<file path="config.mk">
export PLATFORM = sky130hd
export DESIGN_NAME = scaled_rtc48
export DESIGN_NICKNAME = d
export VERILOG_FILES = /design/src/rtl/rtc48_pkg.sv /design/src/rtl/rtc48_prescaler.sv /design/src/rtl/rtc48_count.sv /design/src/rtl/scaled_rtc48.sv
export SDC_FILE = /design/constraint.sdc
export NUM_CORES = 1
export LEC_CHECK = 0
export ABC_CLOCK_PERIOD_IN_PS = 3600
export BUFFER_PORTS_ARGS = -buffer_cell sky130_fd_sc_hd__buf_2
export CAP_MARGIN = 15
export CORE_MARGIN = 5
export CORE_UTILIZATION = 55
export CTS_CLUSTER_DIAMETER = 100
export DETAILED_ROUTE_END_ITERATION = 8
export PLACE_DENSITY = 0.74
export SETUP_SLACK_MARGIN = 0.02
export SLEW_MARGIN = 40
export SYNTH_ARGS = -nofsm -noshare
export SYNTH_HDL_FRONTEND = slang
export SYNTH_SLANG_ARGS = --single-unit
</file>
<file path="constraint.sdc">
create_clock -name clk -period 3.6 [get_ports clk]
set_input_delay 0 -clock clk [delete_from_list [all_inputs] [get_ports clk]]
set_output_delay 0 -clock clk [all_outputs]
set_load 0.005 [all_outputs]
</file>
<file path="src/rtl/rtc48_pkg.sv">
package rtc48_pkg;
   localparam logic [7:0] OFS_CFG = 8'h40;
   localparam logic [7:0] OFS_LO  = 8'h48;
   localparam logic [7:0] OFS_HI  = 8'h4C;
   localparam logic [7:0] OFS_CMP = 8'h60;
   localparam int         EN_BIT   = 12;
   localparam int         PEND_BIT = 28;
endpackage

</file>
<file path="src/rtl/rtc48_prescaler.sv">
module rtc48_prescaler #(
   parameter int SCALE_W = 4,
   localparam int PRE_W  = (1 << SCALE_W) - 1
) (
   input  logic               clk,
   input  logic               rst_n,
   input  logic               tick_i,
   input  logic               run_i,
   input  logic               clear_i,
   input  logic [SCALE_W-1:0] scale_i,
   output logic               step_o
);
   logic [PRE_W-1:0] pre_q;
   logic [PRE_W-1:0] mask;

   // a scale of s completes a group when the prescaler holds 2^s - 1
   assign mask   = {PRE_W{1'b1}} >> (PRE_W - int'(scale_i));
   assign step_o = tick_i && run_i && (pre_q >= mask);

   always_ff @(posedge clk or negedge rst_n) begin
      if (!rst_n)                pre_q <= '0;
      else if (clear_i)          pre_q <= '0;
      else if (step_o)           pre_q <= '0;
      else if (tick_i && run_i)  pre_q <= pre_q + 1'b1;
   end


   pre_clear_chk: assert property (@(posedge clk) disable iff (!rst_n)
      clear_i |=> (pre_q == '0));
endmodule

</file>
<file path="src/rtl/rtc48_count.sv">
module rtc48_count #(
   parameter int CNT_W  = 48,
   parameter int WORD_W = 32,
   localparam int HI_W  = CNT_W - WORD_W
) (
   input  logic              clk,
   input  logic              rst_n,
   input  logic              step_i,
   input  logic              wr_lo_i,
   input  logic              wr_hi_i,
   input  logic [WORD_W-1:0] wdata_i,
   output logic [CNT_W-1:0]  count_o
);
   logic [CNT_W-1:0] cnt_q;

   always_ff @(posedge clk or negedge rst_n) begin
      if (!rst_n) begin
         cnt_q <= '0;
      end else if (wr_lo_i || wr_hi_i) begin
         if (wr_lo_i) cnt_q[WORD_W-1:0]     <= wdata_i;
         if (wr_hi_i) cnt_q[CNT_W-1:WORD_W] <= wdata_i[HI_W-1:0];
      end else if (step_i) begin
         cnt_q <= cnt_q + 1'b1;
      end
   end

   assign count_o = cnt_q;


   cnt_inc_chk: assert property (@(posedge clk) disable iff (!rst_n)
      (step_i && !wr_lo_i && !wr_hi_i) |=> (cnt_q == $past(cnt_q) + 1'b1));

   cnt_hold_chk: assert property (@(posedge clk) disable iff (!rst_n)
      (!step_i && !wr_lo_i && !wr_hi_i) |=> $stable(cnt_q));

   cnt_hiwr_chk: assert property (@(posedge clk) disable iff (!rst_n)
      wr_hi_i |=> (cnt_q[CNT_W-1:WORD_W] == $past(wdata_i[HI_W-1:0])));
endmodule

</file>
<file path="src/rtl/scaled_rtc48.sv">
module scaled_rtc48 import rtc48_pkg::*; #(
   parameter int ADDR_W  = 8,
   parameter int WORD_W  = 32,
   parameter int CNT_W   = 48,
   parameter int SCALE_W = 4
) (
   input  logic              clk,
   input  logic              rst_n,
   input  logic              tick_i,
   input  logic              wr_en_i,
   input  logic              rd_en_i,
   input  logic [ADDR_W-1:0] addr_i,
   input  logic [WORD_W-1:0] wdata_i,
   output logic [WORD_W-1:0] rdata_o,
   output logic              irq_o
);
   localparam int HI_W = CNT_W - WORD_W;

   generate
      if (CNT_W <= WORD_W || CNT_W > 2 * WORD_W)
         $error("CNT_W must lie between WORD_W+1 and 2*WORD_W");
      if (SCALE_W < 1 || SCALE_W > 4)
         $error("SCALE_W must lie between 1 and 4");
      if (PEND_BIT >= WORD_W || EN_BIT < SCALE_W)
         $error("configuration fields do not fit the word");
      if (ADDR_W < 8)
         $error("ADDR_W too narrow for the register offsets");
   endgenerate

   logic               sel_cfg, sel_lo, sel_hi, sel_cmp;
   logic               en_q;
   logic [SCALE_W-1:0] scale_q;
   logic [WORD_W-1:0]  cmp_q;
   logic [HI_W-1:0]    shadow_q;
   logic [CNT_W-1:0]   count;
   logic               step, wr_lo, wr_hi, pending;
   logic [WORD_W-1:0]  rd_mux;

   assign sel_cfg = (addr_i == ADDR_W'(OFS_CFG));
   assign sel_lo  = (addr_i == ADDR_W'(OFS_LO));
   assign sel_hi  = (addr_i == ADDR_W'(OFS_HI));
   assign sel_cmp = (addr_i == ADDR_W'(OFS_CMP));
   assign wr_lo   = wr_en_i && sel_lo;
   assign wr_hi   = wr_en_i && sel_hi;

   always_ff @(posedge clk or negedge rst_n) begin
      if (!rst_n) begin
         en_q     <= 1'b0;
         scale_q  <= '0;
         cmp_q    <= '1;
         shadow_q <= '0;
      end else begin
         if (wr_en_i && sel_cfg) begin
            en_q    <= wdata_i[EN_BIT];
            scale_q <= wdata_i[SCALE_W-1:0];
         end
         if (wr_en_i && sel_cmp) cmp_q <= wdata_i;
         if (rd_en_i && sel_lo)  shadow_q <= count[CNT_W-1:WORD_W];
      end
   end

   rtc48_prescaler #(.SCALE_W(SCALE_W)) u_pre (
      .clk(clk), .rst_n(rst_n), .tick_i(tick_i), .run_i(en_q),
      .clear_i(wr_lo || wr_hi), .scale_i(scale_q), .step_o(step));

   rtc48_count #(.CNT_W(CNT_W), .WORD_W(WORD_W)) u_cnt (
      .clk(clk), .rst_n(rst_n), .step_i(step), .wr_lo_i(wr_lo),
      .wr_hi_i(wr_hi), .wdata_i(wdata_i), .count_o(count));

   assign pending = (count[CNT_W-1:CNT_W-WORD_W] >= cmp_q);
   assign irq_o   = pending;

   always_comb begin
      rd_mux = '0;
      if (sel_cfg) begin
         rd_mux[SCALE_W-1:0] = scale_q;
         rd_mux[EN_BIT]      = en_q;
         rd_mux[PEND_BIT]    = pending;
      end else if (sel_lo) begin
         rd_mux = count[WORD_W-1:0];
      end else if (sel_hi) begin
         rd_mux[HI_W-1:0] = shadow_q;
      end else if (sel_cmp) begin
         rd_mux = cmp_q;
      end
   end

   assign rdata_o = rd_en_i ? rd_mux : '0;


   idle_hold_chk: assert property (@(posedge clk) disable iff (!rst_n)
      (!en_q && !wr_lo && !wr_hi) |=> $stable(count));

   shadow_cap_chk: assert property (@(posedge clk) disable iff (!rst_n)
      (rd_en_i && sel_lo) |=> (shadow_q == $past(count[CNT_W-1:WORD_W])));

   hi_upper_chk: assert property (@(posedge clk) disable iff (!rst_n)
      (rd_en_i && sel_hi) |-> (rdata_o[WORD_W-1:HI_W] == '0));
endmodule

</file>
==> results by group, run 1 <==
Timing
  – Hold slack: 0.1379 ns
  – Fmax achieved: 0.3000 GHz
  – Final WS setup: 0.2669 ns
  – Fin. max-slew vios: 0
  – Fin crit share: 92.59%
  – Unrepaired setup endpoints after global routing: no
  – Final setup vio count: 0
  – Worst Max-Slew Pin Slew: 0.8969 ns
  – Worst slew margin: 39.96%
  – Setup TNS: 0 ns
  – Final hold vios: 0
  – Clock skew: 0.01064 ns
  – Min Tclk post-route: 3.333 ns

Routing
  – WL/cell: 21.45 um
  – Final wirelength: 24.54 mm
  – Starting DRT DRC Count: 978
  – Total number of vias: 7344
  – ANT nets after route: 0
  – DR pass1 iterations: 5
  – Vias per cell: 6.420
  – DRC: 0

Setup path
  – Crit path from: scale_q[1]$_DFFE_PN0P_
  – Critical path required time: 3.95 ns
  – Critical path data arrival time: 3.69 ns
  – Worst r2r dst: u_cnt.count_o[6]$_DFFE_PN0P_
  – Crit path cell chain: or2_2 -> nand2b_1 -> ha_1 -> nand2b_1 -> a211oi_1 -> o311a_1 -> o41ai_4 -> nand2_2 -> or4_1 -> nand3_1
  – CP Capture Type: register
  – Critical Path Fanout Max: 25
  – R2r setup slk: 0.27 ns
  – Critical Path Source Type: register
  – Top delay family on crit path: simple AND/OR/NAND/NOR gates
  – Crit path max-delay cell type: or4_1
  – Cell repeated most along the worst path: nand2b_1
  – Crit path kind: register to register
  – R2r worst-path depth: 10
  – Buf+Inv Stages, Crit Path: 0
  – Critical path's largest stage delay: 0.64 ns
  – Reg2Reg Launch Point: scale_q[1]$_DFFE_PN0P_

GRT
  – Most used routing layer: met2
  – Largest net degree at the start of global routing: 68
  – First-pass GRT wire length: 38.87 mm
  – GRT Total Usage: 30.41%
  – Vias in the first global route: 7087
  – M2 GR Usage: 47.72%
  – Grt total ovfl: 0
  – Met3 global-route usage: 5.625%
  – Met1 Use GR: 42.31%
  – Initial antenna violation count: 0

Synth
  – Yosys reg bits: 116
  – Seq/Total Area, Yosys: 38.44%
  – Async set-or-reset flop fraction in the synthesized netlist: 100.0%
  – Distinct cells, synth: 69
  – Syn_nets: 933
  – Mapped Avg Cell Area: 9.124 um2
  – Synth Instances: 839
  – Post-synth EDFFs: 0
  – Syn Std Cell Area: 0.007655 mm2
  – Synth Flop Type: dfrtp_1
  – Synth warn: 0

Power
  – Clock share of power: 49.2%
  – Leak: 4.105 nW
  – Net Sw Frac: 25.00%
  – Max IR drop VDD: 0.3072 mV
  – Tot Pwr: 3.671 mW
  – Sw power: 0.9176 mW
  – Flop pwr share: 40.0%
  – Combinational power share: 10.8%
  – PD cells: 395.3 mW/mm2
  – Internal power: 2.753 mW

Floorplanning
  – Die width: 128.0 um
  – Starting Density: 55.58%
  – IO Pins: 78
  – Core box area: 0.01377 mm2
  – Die area: 0.01638 mm2
  – FP Rows: 43
  – Die H: 128.0 um

Placement
  – Pre-CTS setup slack: 0.2525 ns
  – Number of port buffers: 77
  – Dpl hpwl: 17.07 mm
  – Post-Place Cell Area: 0.008290 mm2
  – Post-Place Cells: 1078
  – Routability cong.: 0.9209

Cells and area
  – Core Util, Final: 67.41%
  – Final instance area: 0.009285 mm2
  – Most frequent cells in the layout: nor2_1, dfrtp_1, buf_2, nand2_1, mux2_2
  – Number of diodes: 0
  – Layout fillers: 1144
  – Final net count: 1047
  – Commonest non-fill, non-tap cell in the layout: nor2_1
  – Layout cells sized above 1: 23.86%
  – Final cell count without fillers: 1144
  – Layout overhead on the synthesized area: 21.30%

Worst hold path
  – Hold-critical path depth: 5
  – Hold Crit Endpoint: u_cnt.count_o[26]$_DFFE_PN0P_
  – Hold path start: wr_en_i
  – Hold Crit Class: primary input to register

Clock network
  – Clock sink total: 116
  – Post-CTS Resized: 0
  – Clock Tree Buf Depth: 2
  – CTS root buffer: clkbuf_16
  – CTS tree: built
  – Clk pin slew, worst setup/hold paths: 0.05 ns
  – Num CTS Buffers: 17
  – Clk Latency, worst-skew pair: 0.42 ns
  – H-tree levels: 4

Flow run
  – Maxcap violations: 0

Status
  – Outcome: completed
[kinds of logic after synthesis]
family,share of synthesized area (%)
AND/OR/NAND/NOR,22.12
AO/OA/AOI/OAI,16.80
flip-flops,38.44
buffers and inverters,4.054
multiplexers,10.00
adder cells (fa/ha/maj),8.009
XOR/XNOR,0.5721
[synth_stat cells (4+ instances only)]
| master | n | area, um2 |
|---|---|---|
| and3_1 | 8 | 50.05 |
| nand4_1 | 27 | 168.9 |
| or3_1 | 5 | 31.28 |
| buf_1 | 7 | 26.28 |
| or4_1 | 8 | 60.06 |
| mux2_2 | 52 | 585.6 |
| o31a_1 | 4 | 35.03 |
| nand2b_1 | 6 | 37.54 |
| o22ai_1 | 4 | 25.02 |
| nor4_1 | 13 | 81.33 |
| a21oi_1 | 46 | 230.2 |
| nand3_1 | 42 | 210.2 |
| a211oi_1 | 5 | 37.54 |
| dfrtp_1 | 84 | 2102 |
| xor2_1 | 4 | 35.03 |
| o211ai_1 | 18 | 135.1 |
| nor2_1 | 90 | 337.8 |
| a31oi_1 | 6 | 37.54 |
| nand2_1 | 75 | 281.5 |
| o21ai_0 | 29 | 145.1 |
| nor3_1 | 21 | 105.1 |
| o211a_1 | 4 | 40.04 |
| ha_1 | 49 | 613.1 |
| nor2b_1 | 8 | 50.05 |
| a221oi_1 | 6 | 52.55 |
| o311ai_0 | 8 | 70.07 |
| a22oi_1 | 15 | 112.6 |
| inv_1 | 43 | 161.4 |
| buf_2 | 5 | 25.02 |
| mux2i_1 | 18 | 180.2 |
| clkbuf_1 | 24 | 90.09 |
| dfstp_2 | 32 | 840.8 |
| o31ai_1 | 5 | 37.54 |
| a211o_1 | 5 | 43.79 |
| and2_1 | 4 | 25.02 |
| a21o_1 | 9 | 67.56 |
[layer usage]
layer,share of wire [%],routed length (um)
met1,41,10170
met2,47,11460
met3,9.5,2339
met4,2.3,565
met5,0,0
[power by group through the flow]
stage | registers (mW) | logic, mW | clock network (mW)
finish | 1.47 | 0.395 | 1.81
global route | 1.48 | 0.435 | 1.86
CTS | 1.46 | 0.389 | 1.81
detailed placement | 1.48 | 0.357 | 0
global placement | 1.48 | 0.346 | 0
floorplan | 1.45 | 0.220 | 0
[registers in the layout (all words and copies together) (netlist names)]
register / cells
u_pre.pre_q: 15
en_q: 1
u_cnt.count_o: 48
scale_q: 4
shadow_q: 16
cmp_q: 32
[worst min-delay path, delay by kind of cell]
kind,cells,cell delay (ns)
buffers and inverters,1,0.14
AND/OR/NAND/NOR,4,0.36
[area by class of cell]
type | count | area (um2) | share of cell area, %
clock buffer | 20 | 466.7 | 5.026
clock inverter | 10 | 155.1 | 1.671
inverter | 43 | 161.4 | 1.738
multi-input combinational | 643 | 4427 | 47.68
sequential | 116 | 2943 | 31.69
tap | 180 | 225.2 | 2.426
timing repair buffer | 132 | 907.1 | 9.770
[worst max-delay path by stage]
| stage | to | slack [ns] | cells after the start |
|---|---|---|---|
| after floorplan | u_cnt.count_o[10]$_DFFE_PN0P_ | 0.65 | 12 |
| after global placement | u_cnt.count_o[10]$_DFFE_PN0P_ | 0.32 | 10 |
| after detailed placement | u_cnt.count_o[11]$_DFFE_PN0P_ | 0.25 | 12 |
| after CTS | u_cnt.count_o[9]$_DFFE_PN0P_ | 0.23 | 10 |
| after global routing | u_cnt.count_o[16]$_DFFE_PN0P_ | 0.04 | 12 |
| final | u_cnt.count_o[6]$_DFFE_PN0P_ | 0.27 | 10 |
[timing repair]
item,CTS,global route
hold buffers,33,0
endpoints found under the setup margin,0,2
endpoints found under the hold margin,131,0
buffers inserted,0,2
No activity file was read; power rests on OpenSTA's default activity.
==> inputs of run 2 (changes only) <==
ABC_AREA = 1   (was not set)
==> run 2 against run 1 <==
  * Critical path depth grew 3
  * Final cell count is 46% higher
  * Wire length up 19%
  * Combinational power is 16% lower
  * Sequential power decreased by 5%
  * Cell area increased by 11%
  * Worst hold slack got worse by 0.092 ns
  * Largest power group unchanged
  * Highest routed layer unchanged
==> results by group, run 2 <==
Status
  – Outcome: completed

Routing
  – Total number of vias: 9255 (+26%)
  – Vias per cell: 5.549 (-14%)
  – Starting DRT DRC Count: 878 (-10%)
  – DR pass1 iterations: 5 (unchanged)
  – ANT nets after route: 0 (unchanged)
  – WL/cell: 17.45 um (-19%)
  – Final wirelength: 29.10 mm (+19%)
  – DRC: 0 (unchanged)

Timing
  – Setup TNS: 0 ns (unchanged)
  – Fin. max-slew vios: 0 (unchanged)
  – Clock skew: 0.007417 ns (-0.003219 ns)
  – Worst Max-Slew Pin Slew: 0.7160 ns (-0.1809 ns)
  – Unrepaired setup endpoints after global routing: no
  – Fmax achieved: 0.3718 GHz (+24%)
  – Final setup vio count: 0 (unchanged)
  – Worst slew margin: 52.21% (+12 points)
  – Fin crit share: 74.71% (-18 points)
  – Final WS setup: 0.9104 ns (+0.6435 ns)
  – Min Tclk post-route: 2.690 ns (-0.6435 ns)
  – Final hold vios: 0 (unchanged)

Synth
  – Distinct cells, synth: 38 (-45%)
  – Synth Flop Type: dfrtp_1
  – Syn Std Cell Area: 0.008788 mm2 (+15%)
  – Synth warn: 0 (unchanged)
  – Async set-or-reset flop fraction in the synthesized netlist: 100.0% (unchanged)
  – Seq/Total Area, Yosys: 33.49% (-5.0 points)
  – Largest family of logic cells by synthesized area: simple AND/OR/NAND/NOR gates
  – Post-Synth Adder-Cell Area: 6.976% (-1.0 points)
  – Syn_nets: 1438 (+54%)
  – Mapped Avg Cell Area: 6.539 um2 (-28%)
  – Synth Instances: 1344 (+60%)
  – Compound-cell area share of the yosys netlist: 9.781% (-7.0 points)
  – Most common cell in the netlist: nand2_1
  – Post-synthesis simple-gate area fraction: 38.65% (+17 points)
  – Post-synth EDFFs: 0 (unchanged)
  – Synth top area share: 23.92% (-3.5 points)
  – Top post-synthesis cells by area: dfrtp_1, nand2_1, dfstp_2, ha_1, inv_1
  – Yosys reg bits: 116 (unchanged)
  – Mux contribution to synthesized area: 0% (-10 points)
  – Area leader, netlist: dfrtp_1
  – XOR/XNOR Fraction of Synth Area: 2.591% (+2.0 points)
  – Commonest cells in the netlist: nand2_1, inv_1, nor2_1, nand3_1, dfrtp_1

Clock network
  – Clock Tree Buf Depth: 2 (unchanged)
  – Clock sink total: 116 (unchanged)
  – Clk Latency, worst-skew pair: 0.42 ns (about the same)
  – H-tree levels: 4 (unchanged)
  – Clk pin slew, worst setup/hold paths: 0.06 ns (about the same)
  – CTS tree: built
  – CTS root buffer: clkbuf_16
  – Num CTS Buffers: 17 (unchanged)

Cells and area
  – Final instance area: 0.01028 mm2 (+11%)
  – Final net count: 1533 (+46%)
  – Layout cells sized above 1: 12.74% (-11 points)
  – Core Util, Final: 65.16% (-2.3 points)
  – Layout overhead on the synthesized area: 16.93%
  – Commonest non-fill, non-tap cell in the layout: nand2_1
  – Most frequent cells in the layout: nand2_1, inv_1, nor2_1, nand3_1, dfrtp_1
  – Max reg flops: 48 (unchanged)
  – Number of diodes: 0 (unchanged)

Power
  – Max IR drop VDD: 0.3674 mV (+20%)
  – Leak: 5.201 nW (+27%)
  – PD cells: 334.5 mW/mm2 (-15%)

Setup path
  – CP Capture Type: output port
  – Critical Path Fanout Max: 3 (-88%)
  – Critical path data arrival time: 2.69 ns (-1.00 ns)
  – Critical Path Source Type: register
  – R2r worst-path depth: 15 (+5)
  – R2r setup slk: 1.09 ns (+0.82 ns)
  – Critical path required time: 3.60 ns (-0.35 ns)
  – Crit path kind: register to output port

Floorplanning
  – IO Pins: 78 (unchanged)
  – Starting Density: 55.73% (+0.15 points)
  – Die width: 136.4 um (+6.6%)
  – FP Rows: 46 (+7.0%)
  – Die H: 136.4 um (+6.6%)
  – Core box area: 0.01577 mm2 (+14%)
  – Die area: 0.01861 mm2 (+14%)

GRT
  – Largest net degree at the start of global routing: 71 (+4.4%)
  – First-pass GRT wire length: 46.00 mm (+18%)
  – Grt total ovfl: 0 (unchanged)
  – GRT Total Usage: 32.06% (+1.7 points)
  – Initial antenna violation count: 0 (unchanged)
  – Vias in the first global route: 8787 (+24%)

Worst hold path
  – Hold Crit Class: primary input to register
  – Hold-critical path depth: 5 (unchanged)

Flow run
  – Maxcap violations: 0 (unchanged)

Placement
  – Routability cong.: 1.038 (+13%)
  – Number of port buffers: 77 (unchanged)
  – Dpl hpwl: 21.41 mm (+25%)
  – Post-Place Cell Area: 0.009358 mm2 (+13%)
  – Pre-CTS setup slack: 1.143 ns (+0.8907 ns)
[run 2: report_power, final]
group | switching [mW] | leakage [nW] | internal, mW
Combinational | 0.201 | 3.43 | 0.129
Sequential | 0.0410 | 1.50 | 1.36
Clock | 0.657 | 0.266 | 1.05
Total | 0.899 | 5.20 | 2.54
[run 2: critical path, cell delays in order (launching register included)]
cell	delay, ns
dfstp_2	0.55
inv_1	0.05
ha_1	0.32
a21oi_1	0.17
nand3_1	0.21
nand2_1	0.11
nand2_1	0.14
nand2_1	0.09
nand2_1	0.11
nand2_1	0.08
nand2_1	0.11
nand2_1	0.08
nand2_1	0.08
buf_2	0.14
[run 2: cell type report]
class	count	area, um2
Timing Repair Buffer	122	845.8
Clock buffer	20	456.7
Sequential cell	116	2943
Fill cell	1486	5494
Inverter	141	529.3
Tap cell	216	270.3
Multi-Input combinational cell	1041	5100
Clock inverter	12	131.4
[run 2: metrics by stage]
| step | cells | total power, mW | hold slack [ns] |
|---|---|---|---|
| 2_1_floorplan | 1344 | 1.597 | -0.2956 |
| 3_3_place_gp | 1603 | 1.712 | 0.05908 |
| 3_5_place_dp | 1603 | 1.720 | 0.06754 |
| 4_1_cts | 1668 | 3.448 | 0.03494 |
| 5_1_grt | 1668 | 3.551 | 0.07135 |
| 6_report | 1668 | 3.438 | 0.04635 |
[run 2: path summary, 6_finish.rpt]
kind	start	endpoint
max reg2reg	scale_q[2]$_DFFE_PN0P_	u_cnt.count_o[30]$_DFFE_PN0P_
max in group asynchronous	rst_n	cmp_q[27]$_DFFE_PN1P_
max	cmp_q[3]$_DFFE_PN1P_	rdata_o[28]
min reg2reg	shadow_q[0]$_DFFE_PN0P_	shadow_q[0]$_DFFE_PN0P_
min in group asynchronous	rst_n	shadow_q[3]$_DFFE_PN0P_
min	tick_i	u_pre.pre_q[10]$_DFFE_PN0P_
[run 2: layer usage]
layer	track usage (%)	vias up	part of all wire, %
met5	0	-	0
met2	50.72	408	46
li1	-	4497	-
met4	12.32	0	2.8
met1	42.87	4295	43
met3	7.291	55	9.0
[run 2: timing repair]
action                                 4_1_cts  5_1_grt
gates resized for setup                      0        0
buffers inserted                             0        0
endpoints found under the hold margin      120        0
hold buffers                                33        0
[run 2: kinds of logic (layout without fill, tap and decap cells)]
logic type	after synthesis	count (layout)
fa+ha+maj	49	49
xor+xnor	26	26
compound gates	162	162
flops	116	116
simple gates	804	804
buf+inv	187	295
